### config.mk
export PLATFORM = sky130hd
export DESIGN_NAME = burst_addr_seq
export DESIGN_NICKNAME = d
export VERILOG_FILES = /design/src/rtl/burst_seq_pkg.sv /design/src/rtl/bsq_order.sv /design/src/rtl/bsq_ctrl.sv /design/src/rtl/burst_addr_seq.sv
export SDC_FILE = /design/constraint.sdc
export NUM_CORES = 1
export LEC_CHECK = 0
export BUFFER_PORTS_ARGS = -buffer_cell sky130_fd_sc_hd__buf_4
export CAP_MARGIN = 15
export CORE_MARGIN = 4
export CORE_UTILIZATION = 46
export DETAILED_ROUTE_END_ITERATION = 7
export PLACE_DENSITY = 0.77
export SYNTH_ARGS = -nofsm -noshare
export SYNTH_HDL_FRONTEND = slang
export SYNTH_SLANG_ARGS = --single-unit
### constraint.sdc
create_clock -name clk -period 1.1 [get_ports clk]
set_input_delay 0.055 -clock clk [delete_from_list [all_inputs] [get_ports clk]]
set_output_delay 0.055 -clock clk [all_outputs]
set_load 0.005 [all_outputs]
### src/rtl/burst_seq_pkg.sv
package burst_seq_pkg;

    localparam int BEAT_W = 2;

    typedef enum logic {
        BS_IDLE  = 1'b0,
        BS_BURST = 1'b1
    } bs_state_e;

endpackage

### src/rtl/bsq_order.sv
module bsq_order
    import burst_seq_pkg::*;
(
    input  logic [BEAT_W-1:0] base_lo,
    input  logic [BEAT_W-1:0] beat,
    input  logic              lin_sel,
    output logic [BEAT_W-1:0] lo_out
);

    logic [BEAT_W-1:0] lin_lo;
    logic [BEAT_W-1:0] ilv_lo;

    // linear: wrapping add; interleaved: bitwise toggle by the beat index
    always_comb begin
        lin_lo = base_lo + beat;
        ilv_lo = base_lo ^ beat;
        lo_out = lin_sel ? lin_lo : ilv_lo;
    end

endmodule

### src/rtl/bsq_ctrl.sv
module bsq_ctrl
    import burst_seq_pkg::*;
#(
    parameter int ADDR_W = 19
) (
    input  logic              clk,
    input  logic              rst_n,
    input  logic              sel,
    input  logic              adsp_n,
    input  logic              adsc_n,
    input  logic              adv_n,
    input  logic [ADDR_W-1:0] addr_in,
    output logic [ADDR_W-1:0] base_q,
    output logic [BEAT_W-1:0] beat_q,
    output logic              load_o
);

    bs_state_e state_q;
    bs_state_e state_d;
    logic      load_w;
    logic      step_w;

    // cache strobe always loads; processor strobe only when selected
    assign load_w = !adsc_n || (!adsp_n && sel);
    assign load_o = load_w;

    always_comb begin
        state_d = state_q;
        step_w  = 1'b0;
        unique case (state_q)
            BS_IDLE: begin
                if (load_w) state_d = BS_BURST;
            end
            BS_BURST: begin
                step_w = !load_w && !adv_n;
            end
            default: state_d = BS_IDLE;
        endcase
    end

    // state register
    always_ff @(posedge clk) begin
        if (!rst_n) state_q <= BS_IDLE;
        else        state_q <= state_d;
    end

    // address and beat registers
    always_ff @(posedge clk) begin
        if (!rst_n) begin
            base_q <= '0;
            beat_q <= '0;
        end else if (load_w) begin
            base_q <= addr_in;
            beat_q <= '0;
        end else if (step_w) begin
            beat_q <= beat_q + 1'b1;
        end
    end

    p_load_captures_r2: assert property (@(posedge clk) disable iff (!rst_n)
        load_w |=> (beat_q == '0) && (base_q == $past(addr_in)));

    p_advance_steps_r6: assert property (@(posedge clk) disable iff (!rst_n)
        (state_q == BS_BURST && !load_w && !adv_n)
            |=> beat_q == $past(beat_q) + 1'b1);

    p_hold_r6: assert property (@(posedge clk) disable iff (!rst_n)
        (!load_w && adv_n) |=> $stable(beat_q) && $stable(base_q));

    p_deselected_ignored_r3: assert property (@(posedge clk) disable iff (!rst_n)
        (adsc_n && !adsp_n && !sel && adv_n)
            |=> $stable(base_q) && $stable(beat_q));

    p_idle_no_step_r1: assert property (@(posedge clk) disable iff (!rst_n)
        (state_q == BS_IDLE && !load_w) |=> beat_q == '0);

endmodule

### src/rtl/burst_addr_seq.sv
module burst_addr_seq
    import burst_seq_pkg::*;
#(
    parameter int ADDR_W = 19
) (
    input  logic              clk,
    input  logic              rst_n,
    input  logic              sel,
    input  logic              adsp_n,
    input  logic              adsc_n,
    input  logic              adv_n,
    input  logic              mode_lin,
    input  logic [ADDR_W-1:0] addr_in,
    output logic [ADDR_W-1:0] addr_out,
    output logic [1:0]        beat
);

    localparam int HI_W = ADDR_W - BEAT_W;

    logic [ADDR_W-1:0] base_q;
    logic [BEAT_W-1:0] beat_q;
    logic [BEAT_W-1:0] lo_w;
    logic              load_w;
    logic              mode_q;

    bsq_ctrl #(.ADDR_W(ADDR_W)) u_ctrl (
        .clk     (clk),
        .rst_n   (rst_n),
        .sel     (sel),
        .adsp_n  (adsp_n),
        .adsc_n  (adsc_n),
        .adv_n   (adv_n),
        .addr_in (addr_in),
        .base_q  (base_q),
        .beat_q  (beat_q),
        .load_o  (load_w)
    );

    // ordering select is registered: one clock of latency on a change
    always_ff @(posedge clk) begin
        if (!rst_n) mode_q <= 1'b0;
        else        mode_q <= mode_lin;
    end

    bsq_order u_order (
        .base_lo (base_q[BEAT_W-1:0]),
        .beat    (beat_q),
        .lin_sel (mode_q),
        .lo_out  (lo_w)
    );

    assign addr_out = {base_q[ADDR_W-1:BEAT_W], lo_w};
    assign beat     = beat_q;

    p_upper_fixed_r9: assert property (@(posedge clk) disable iff (!rst_n)
        !load_w |=> $stable(addr_out[ADDR_W-1:BEAT_W]));

    p_first_beat_is_base_r7: assert property (@(posedge clk) disable iff (!rst_n)
        (beat == '0) |-> addr_out == base_q);

    initial begin
        assert (HI_W >= 0);
    end

endmodule

==> run summary, run 1 <==
status - complete, but fails checks
failing checks - negative setup slack
share of cells above drive strength 1 - 0.436
core box area - 0.00228 mm^2
Power Density - 1100 mW/mm^2
Die W - 57.6 um
top cell type's share of synthesized area - 0.408
initial antenna violation count - 0
DR WL met3 - 193 um
drt pass-1 iters - 4
largest family of logic cells by synthesized area - simple AND/OR/NAND/NOR gates
clk_lat worst skew - 0.30 ns
top-count cell post-synth - dfxtp_1
routed wire length - 2580 um
crit share post-route - 1.08
dpl hpwl - 1850 um
H-tree depth - 1
cells after synthesis - 124
Compound-Gate Fraction of Synth Area - 0.176
Synth area leaders - dfxtp_1 (41%), buf_4 (13%), nand3b_1 (12%), a21oi_1 (8.4%), o21ai_0 (8.4%)
Post-synth top cells - dfxtp_1 (23), a21oi_1 (19), buf_4 (19), o21ai_0 (19), nand3b_1 (18)
final layout net count - 184
Mapped Area - 0.00113 mm^2
Syn. warnings - 0
type of the tightest min-delay check - in -> reg
CP top delay family - flip-flops
total chip power - 1.61 mW
RSZ-0062 raised after global routing - yes
post-synth cell types - 21
Pleak - 0.659 nW
Die ar. - 0.00331 mm^2
GRT Overall Usage - 0.150
CTS Buf Count - 3
crit-path max cell delay - 0.38 ns
row cnt - 17
Synth Area in Adders - 0.0111
Initial Utilization - 0.496
area delta synth->final - 29.1%
post-detailed-route wirelength per cell - 14.0 um
CTS Sinks - 23
Most used DFF post-synth - dfxtp_1
worst hold slack - 0.0122 ns
CTS tree - built
sequential area share after synthesis - 0.408
Clock Tree Buf Depth - 2
Max-Cap Viols - 0
WL met1 - 1070 um
Max Clock Freq - 0.840 GHz
Max-Slew Margin vs Limit - 0.807
Worst Path Max Fanout - 2
FF+latch count, synth - 23
worst path cell trace - ha_4 -> nand2_2 -> xnor2_1 -> buf_4
GR Overflow Total - 0
first-pass GRT wire length - 4010 um
Slew Limit Fails - 0
Slew @ Worst Pin - 0.289 ns
CP Launch Type - flip-flop
Top Layer Used - met4
Vias - 960
Routability Congestion - 0.719
post-route ant nets - 0
EDFF count, synth - 0
Final min period - 1.19 ns
Root Buffer - clkbuf_4
Final Hold Fails - 0
clock slew at reported path FFs - 0.13 ns
Port Buffers - 46
simple-gate area share of the yosys netlist - 0.196
largest net degree at the start of global routing - 21
syn_nets - 151
die height - 57.6 um
Crit-path slowest cell - dfxtp_4
CP Class - reg -> out
Crit path required time - 1.04 ns
fin worst setup slack - -0.0912 ns
CP endpoint kind - primary output
mux contribution to synthesized area - 0
routed wl met2 - 1310 um
asr flop ratio synth - 0
Synth Area per Inst - 9.11 um^2
VDD IR-drop max - 0.666 mV
Final Skew - 0.000468 ns
biggest area consumer among synthesized cells - dfxtp_1
Setup violations, final - 1
CP bufs+invs - 1
DRC Markers - 0
n_diodes - 0
DR vias/cell - 5.22
I/O Pins - 47
vias in the first global route - 906
post-route setup TNS - -0.0912 ns
CP Data Arrival Time - 1.14 ns
xor/xnor share of the synthesized area - 0.0310
first-iteration detailed-routing DRC count - 11
## routing by layer
layer | GRT usage | up-vias
li1 | - | 471
met1 | 0.172 | 458
met2 | 0.276 | 29
met3 | 0.0385 | 2
met4 | 0.0364 | 0
met5 | 0 | -
## cell type report
| class | instances | area [um^2] |
|---|---|---|
| inverters | 3 | 11.3 |
| well taps | 28 | 35.0 |
| repair buffers | 55 | 434 |
| clock buffers | 3 | 22.5 |
| flip-flops and latches | 23 | 468 |
| fillers | 188 | 817 |
| clock inverters | 1 | 5.00 |
| multi-input cells | 71 | 483 |
## tightest hold or removal path: cells and delay by family
kind / cells / cell delay (ns)
AO/OA/AOI/OAI: 2 / 0.13
buffers and inverters: 1 / 0.11
## registers in the layout (all words and copies together), names as in the netlist
| name | count |
|---|---|
| u_ctrl.beat_q | 2 |
| u_ctrl.state_q | 1 |
| u_ctrl.base_q | 19 |
| mode_q | 1 |
## logic make-up (layout without fill, tap and decap cells)
| group | count (synthesis) | after routing |
|---|---|---|
| DFF | 23 | 23 |
| xor gates and xnor gates | 4 | 4 |
| adders and majority gates | 1 | 1 |
| and+or+nand+nor | 27 | 27 |
| AOI/OAI and AO/OA | 39 | 39 |
| buffers and inverters | 30 | 62 |
## power by group
group	total (mW)	internal [mW]	switching, mW
registers	0.912	0.882	0.0306
clock network	0.376	0.135	0.240
logic	0.321	0.194	0.127
total	1.61	1.21	0.398
## through the flow
stage | area, um^2 | util | worst slack, ns | cells
2_1_floorplan | 1130 | - | 0.228 | 124
3_3_place_gp | 1360 | 0.599 | 0.202 | 175
3_5_place_dp | 1360 | 0.599 | 0.160 | 175
4_1_cts | 1450 | 0.636 | -0.0847 | 183
5_1_grt | 1460 | 0.641 | -0.151 | 184
6_report | 1460 | 0.641 | -0.0912 | 184
## cells in the final DEF, fill, tap and decap left out, types with 2 or more instances in the layout
cell type | netlist | routed
dlygate4sd3_1 | 0 | 2
xnor2_1 | 3 | 3
nand3b_4 | 2 | 2
clkbuf_4 | 0 | 3
and3_1 | 2 | 2
dfxtp_2 | 0 | 3
nand3b_1 | 18 | 18
dfxtp_1 | 23 | 19
inv_1 | 2 | 2
o21ai_0 | 19 | 19
a21oi_1 | 19 | 19
buf_4 | 19 | 51
## path summary, 6_finish.rpt
kind         slack, ns                          start                             to  cells past startpoint
min reg2reg       0.48      u_ctrl.state_q$_SDFF_PN0_      u_ctrl.state_q$_SDFF_PN0_                      2
max reg2reg       0.11  u_ctrl.beat_q[0]$_SDFFE_PP0P_  u_ctrl.beat_q[1]$_SDFFE_PP0P_                      4
max              -0.09  u_ctrl.beat_q[0]$_SDFFE_PP0P_                    addr_out[1]                      4
min               0.01                     addr_in[1]  u_ctrl.base_q[1]$_SDFFE_PN0P_                      3
## timing repair
item / in CTS / in global routing
setup endpoints to repair: 2 / 2
setup buffers: 2 / 1
endpoints found under the hold margin: 1 / 0
pin swaps: 3 / 2
resized for setup: 7 / 2
hold buffers: 2 / 0
Power figures use the tool's default switching activity.
==> inputs of run 2 (changes only) <==
==> constraint.sdc (replaced) <==
create_clock -name clk -period 1.2 [get_ports clk]
set_input_delay 0.06 -clock clk [delete_from_list [all_inputs] [get_ports clk]]
set_output_delay 0.06 -clock clk [all_outputs]
set_load 0.005 [all_outputs]
==> run summary, run 2 (synthesized netlist as in run 1, its figures left out) <==
status - complete, no violations
Crit path required time - 1.14 ns
DRC Markers - 0
Vias - 928
Initial Utilization - 0.496
drt pass-1 iters - 4
n_diodes - 0
DR vias/cell - 5.07
Max Clock Freq - 0.849 GHz
Die ar. - 0.00331 mm^2
dpl hpwl - 1790 um
I/O Pins - 47
Worst Min Path Start - rst_n
vias in the first global route - 947
Multi-input gate area - 490 um^2
clk_lat worst skew - 0.30 ns
area delta synth->final - 27.8%
Max-Slew Margin vs Limit - 0.816
most frequent cells in the layout - buf_4 (52), o21ai_0 (19), a21oi_1 (19), dfxtp_1 (19), nand3b_1 (18)
R2R cell count - 4
Power Density - 1020 mW/mm^2
CP endpoint kind - primary output
Clock Tree Buf Depth - 2
first-iteration detailed-routing DRC count - 18
Max-Cap Viols - 0
post-detailed-route wirelength per cell - 13.9 um
Root Buffer - clkbuf_4
GRT Overall Usage - 0.155
routed wire length - 2540 um
Routability Congestion - 0.726
R2R Path End - u_ctrl.beat_q[1]$_SDFFE_PP0P_
Setup violations, final - 0
Slew @ Worst Pin - 0.276 ns
Worst Path Max Fanout - 2
filler instances - 191
post-place setup slack - 0.263 ns
Placed Cells - 175
share of cells above drive strength 1 - 0.432
largest reg by FF count - u_ctrl.base_q
reg-to-reg startpoint - u_ctrl.beat_q[0]$_SDFFE_PP0P_
CP Launch Type - flip-flop
clock slew at reported path FFs - 0.12 ns
CTS Buf Count - 3
row cnt - 17
Hold EP - u_ctrl.beat_q[0]$_SDFFE_PP0P_
Layout Cells excl Fill - 183
sequential standard cell area - 468 um^2
final layout net count - 183
Core Util, Final - 0.634
GR Overflow Total - 0
post-route ant nets - 0
fin worst setup slack - 0.0227 ns
flop-to-flop setup slack - 0.22 ns
Final min period - 1.18 ns
Die W - 57.6 um
CP Class - reg -> out
CTS tree - built
CTS Sinks - 23
initial antenna violation count - 0
VDD IR-drop max - 0.842 mV
H-tree depth - 1
crit share post-route - 0.981
hold path cells - 2
RSZ-0062 raised after global routing - yes
Final Hold Fails - 0
Port Buffers - 46
Largest regs - u_ctrl.base_q: 19 flops, u_ctrl.beat_q: 2 flops
Pleak - 0.655 nW
type of the tightest min-delay check - in -> reg
CP Data Arrival Time - 1.12 ns
die height - 57.6 um
first-pass GRT wire length - 4220 um
Final Skew - 0.000435 ns
core box area - 0.00228 mm^2
most common cell after layout, fill and taps aside - buf_4
Slew Limit Fails - 0
max FFs per register - 19
largest net degree at the start of global routing - 21
-- run 2: cell types whose count changed in the layout (fill, tap and decap cells not counted), sizes merged --
cell / delta
clkinv: -1
dlymetal6s4s: +1
dlygate4sd3: -1
clkbuf: +1
buf: -1
-- run 2: area by class of cell --
type                            count  share of cell area
Inverter                            3             0.00780
Clock buffer                        4              0.0182
Sequential cell                    23               0.324
Multi-Input combinational cell     71               0.340
Tap cell                           28              0.0243
Timing Repair Buffer               54               0.286
-- run 2: layer usage --
metal	wire, um	global-route usage	vias to the layer above
met5	0	0	-
met1	1060	0.186	433
met3	207	0.0407	0
li1	-	-	468
met2	1270	0.282	27
met4	0	0.0199	0
-- run 2: stage by stage --
stage               power, mW  TNS [ns]  hold slack, ns  area (um^2)
finish                   1.47         0          0.0113         1440
global route             1.55   -0.0220         0.00566         1440
CTS                      1.47         0         0.00462         1420
detailed placement       1.12         0           0.272         1350
global placement         1.11         0           0.270         1350
floorplan                1.02         0           0.182         1130
-- run 2: how the worst max path moves through the flow --
stage	startpoint	endpoint	slack, ns	cells past startpoint
global placement	u_ctrl.beat_q[0]$_SDFFE_PP0P_	addr_out[1]	0.30	4
global route	u_ctrl.base_q[0]$_SDFFE_PN0P_	addr_out[1]	-0.02	4
finish	u_ctrl.base_q[0]$_SDFFE_PN0P_	addr_out[1]	0.02	4
floorplan	u_ctrl.beat_q[0]$_SDFFE_PP0P_	u_ctrl.beat_q[1]$_SDFFE_PP0P_	0.33	3
CTS	u_ctrl.base_q[0]$_SDFFE_PN0P_	addr_out[1]	0.002	4
detailed placement	sel	u_ctrl.base_q[13]$_SDFFE_PN0P_	0.26	5
-- run 2: report_power, final --
| part | leakage [nW] | total (mW) | switching (mW) | internal, mW |
|---|---|---|---|---|
| logic | 0.448 | 0.284 | 0.114 | 0.170 |
| clock network | 0.0150 | 0.347 | 0.218 | 0.129 |
| registers | 0.192 | 0.837 | 0.0287 | 0.809 |
-- run 2: worst max-delay path, cell delays in order, from the launching register on --
cell,delay [ns]
dfxtp_4,0.38
ha_4,0.12
nand2_2,0.05
xnor2_1,0.14
buf_4,0.13
-- run 2: what timing repair did --
| action | in CTS | in global routing |
|---|---|---|
| hold buffers | 2 | 0 |
| endpoints found under the hold margin | 1 | 0 |
| endpoints found under the setup margin | 1 | 2 |
| buffers inserted | 1 | 1 |
| pin swaps | 0 | 3 |
| resized for setup | 4 | 6 |
==> inputs of run 3 (changes only) <==
--- a/config.mk
+++ b/config.mk
@@ -5,12 +5,12 @@
 export SDC_FILE = /design/constraint.sdc
 export NUM_CORES = 1
 export LEC_CHECK = 0
-export BUFFER_PORTS_ARGS = -buffer_cell sky130_fd_sc_hd__buf_4
 export CAP_MARGIN = 15
 export CORE_MARGIN = 4
-export CORE_UTILIZATION = 46
+export CORE_UTILIZATION = 60
 export DETAILED_ROUTE_END_ITERATION = 7
-export PLACE_DENSITY = 0.77
+export DONT_BUFFER_PORTS = 1
+export PLACE_DENSITY = 0.76
 export SYNTH_ARGS = -nofsm -noshare
 export SYNTH_HDL_FRONTEND = slang
 export SYNTH_SLANG_ARGS = --single-unit
==> run summary, run 3 (synthesized netlist as in run 1, its figures left out) <==
Die W - 51.4 um
final layout net count - 153
Slew @ Worst Pin - 0.793 ns
Initial Utilization - 0.640
post-route setup TNS - 0 ns
max FFs per register - 19
Final Hold Fails - 0
Vias - 810
CTS Sinks - 23
Layout Cells excl Fill - 150
GRT Overall Usage - 0.184
most frequent cells in the layout - dlygate4sd3_1 (21), dfxtp_1 (20), o21ai_0 (19), a21oi_1 (19), nand3b_1 (18)
CP Class - reg -> out
die height - 51.4 um
Clock Tree Buf Depth - 2
I/O Pins - 47
Max-Cap Viols - 0
Root Buffer - clkbuf_4
CP Launch Type - flip-flop
Port Buffers - 0
Slew Limit Fails - 0
flop-to-flop setup slack - 0.31 ns
RSZ-0062 raised after global routing - no
GR Overflow Total - 0
status - complete, no violations
CTS Buf Count - 3
H-tree depth - 1
Max Clock Freq - 0.887 GHz
post-route ant nets - 0
row cnt - 15
Setup Fix Bufs, Post-CTS - 0
Max-Slew Margin vs Limit - 0.472
DRC Markers - 0
initial antenna violation count - 0
drt pass-1 iters - 4
Crit path required time - 1.14 ns
type of the tightest min-delay check - in -> reg
Crit-path slowest cell - dfxtp_2
CTS tree - built
Power Density - 1110 mW/mm^2
clk_lat worst skew - 0.30 ns
total chip power - 1.39 mW
share of cells above drive strength 1 - 0.120
first-pass GRT wire length - 3710 um
core box area - 0.00176 mm^2
CP endpoint kind - primary output
n_diodes - 0
fin worst setup slack - 0.0728 ns
Pleak - 0.498 nW
routed wire length - 2310 um
DR vias/cell - 5.40
Setup violations, final - 0
clock slew at reported path FFs - 0.12 ns
Largest regs - u_ctrl.base_q: 19 flops, u_ctrl.beat_q: 2 flops
worst path cell trace - ha_1 -> nand2_1 -> xnor2_2
Die ar. - 0.00264 mm^2
largest reg by FF count - u_ctrl.base_q
first-iteration detailed-routing DRC count - 13
most common cell after layout, fill and taps aside - dlygate4sd3_1
Routability Congestion - 0.619
Placed Cells - 124
Final min period - 1.13 ns
crit share post-route - 0.939
vias in the first global route - 841
dpl hpwl - 1380 um
largest net degree at the start of global routing - 22
crit-path max cell delay - 0.37 ns
Worst Path Max Fanout - 4
post-place setup slack - 0.242 ns
area delta synth->final - 11.0%
VDD IR-drop max - 0.915 mV
CP Data Arrival Time - 1.07 ns
Final Skew - 0.000144 ns
post-detailed-route wirelength per cell - 15.4 um
==> run 3: critical path, delay by kind of cell (launching register included) <==
family        cells  cell delay, ns
simple gates      1            0.09
fa+ha+maj         1            0.19
flops             1            0.37
xor+xnor          1            0.12
==> run 3: final timing paths <==
check / to / cells after the start / start
max: addr_out[1] / 3 / u_ctrl.beat_q[0]$_SDFFE_PP0P_
min: u_ctrl.beat_q[0]$_SDFFE_PP0P_ / 3 / adv_n
max reg2reg: u_ctrl.beat_q[1]$_SDFFE_PP0P_ / 3 / u_ctrl.beat_q[0]$_SDFFE_PP0P_
min reg2reg: u_ctrl.state_q$_SDFF_PN0_ / 2 / u_ctrl.state_q$_SDFF_PN0_
==> run 3: routing by layer <==
| layer | GRT usage | vias to the layer above | routed length, um |
|---|---|---|---|
| li1 | - | 410 | - |
| met1 | 0.215 | 372 | 946 |
| met2 | 0.324 | 26 | 1220 |
| met3 | 0.0496 | 2 | 135 |
| met4 | 0.0568 | 0 | 12 |
| met5 | 0 | - | 0 |
==> run 3: cell type report <==
type / instances / area, um^2
Clock buffer: 4 / 26.3
Fill cell: 148 / 510
Inverter: 3 / 11.3
Multi-Input combinational cell: 71 / 483
Sequential cell: 23 / 464
Tap cell: 25 / 31.3
Timing Repair Buffer: 24 / 238
==> run 3: where the power goes <==
part | internal [mW] | switching (mW)
logic | 0.109 | 0.0880
clock network | 0.130 | 0.218
registers | 0.810 | 0.0365
==> run 3: repair_timing <==
action / 4_1_cts / 5_1_grt
gates resized for setup: 1 / 5
endpoints found under the hold margin: 22 / 0
setup endpoints to repair: 1 / 18
hold buffers: 22 / 0
==> run 3: per-stage QoR <==
stage / area [um^2] / hold slack [ns] / util
after detailed placement: 986 / 0.185 / 0.559
after global placement: 986 / 0.183 / 0.559
after CTS: 1230 / 0.0840 / 0.699
final: 1250 / 0.0964 / 0.711
after global routing: 1250 / 0.108 / 0.711
after floorplan: 1130 / 0.182 / -
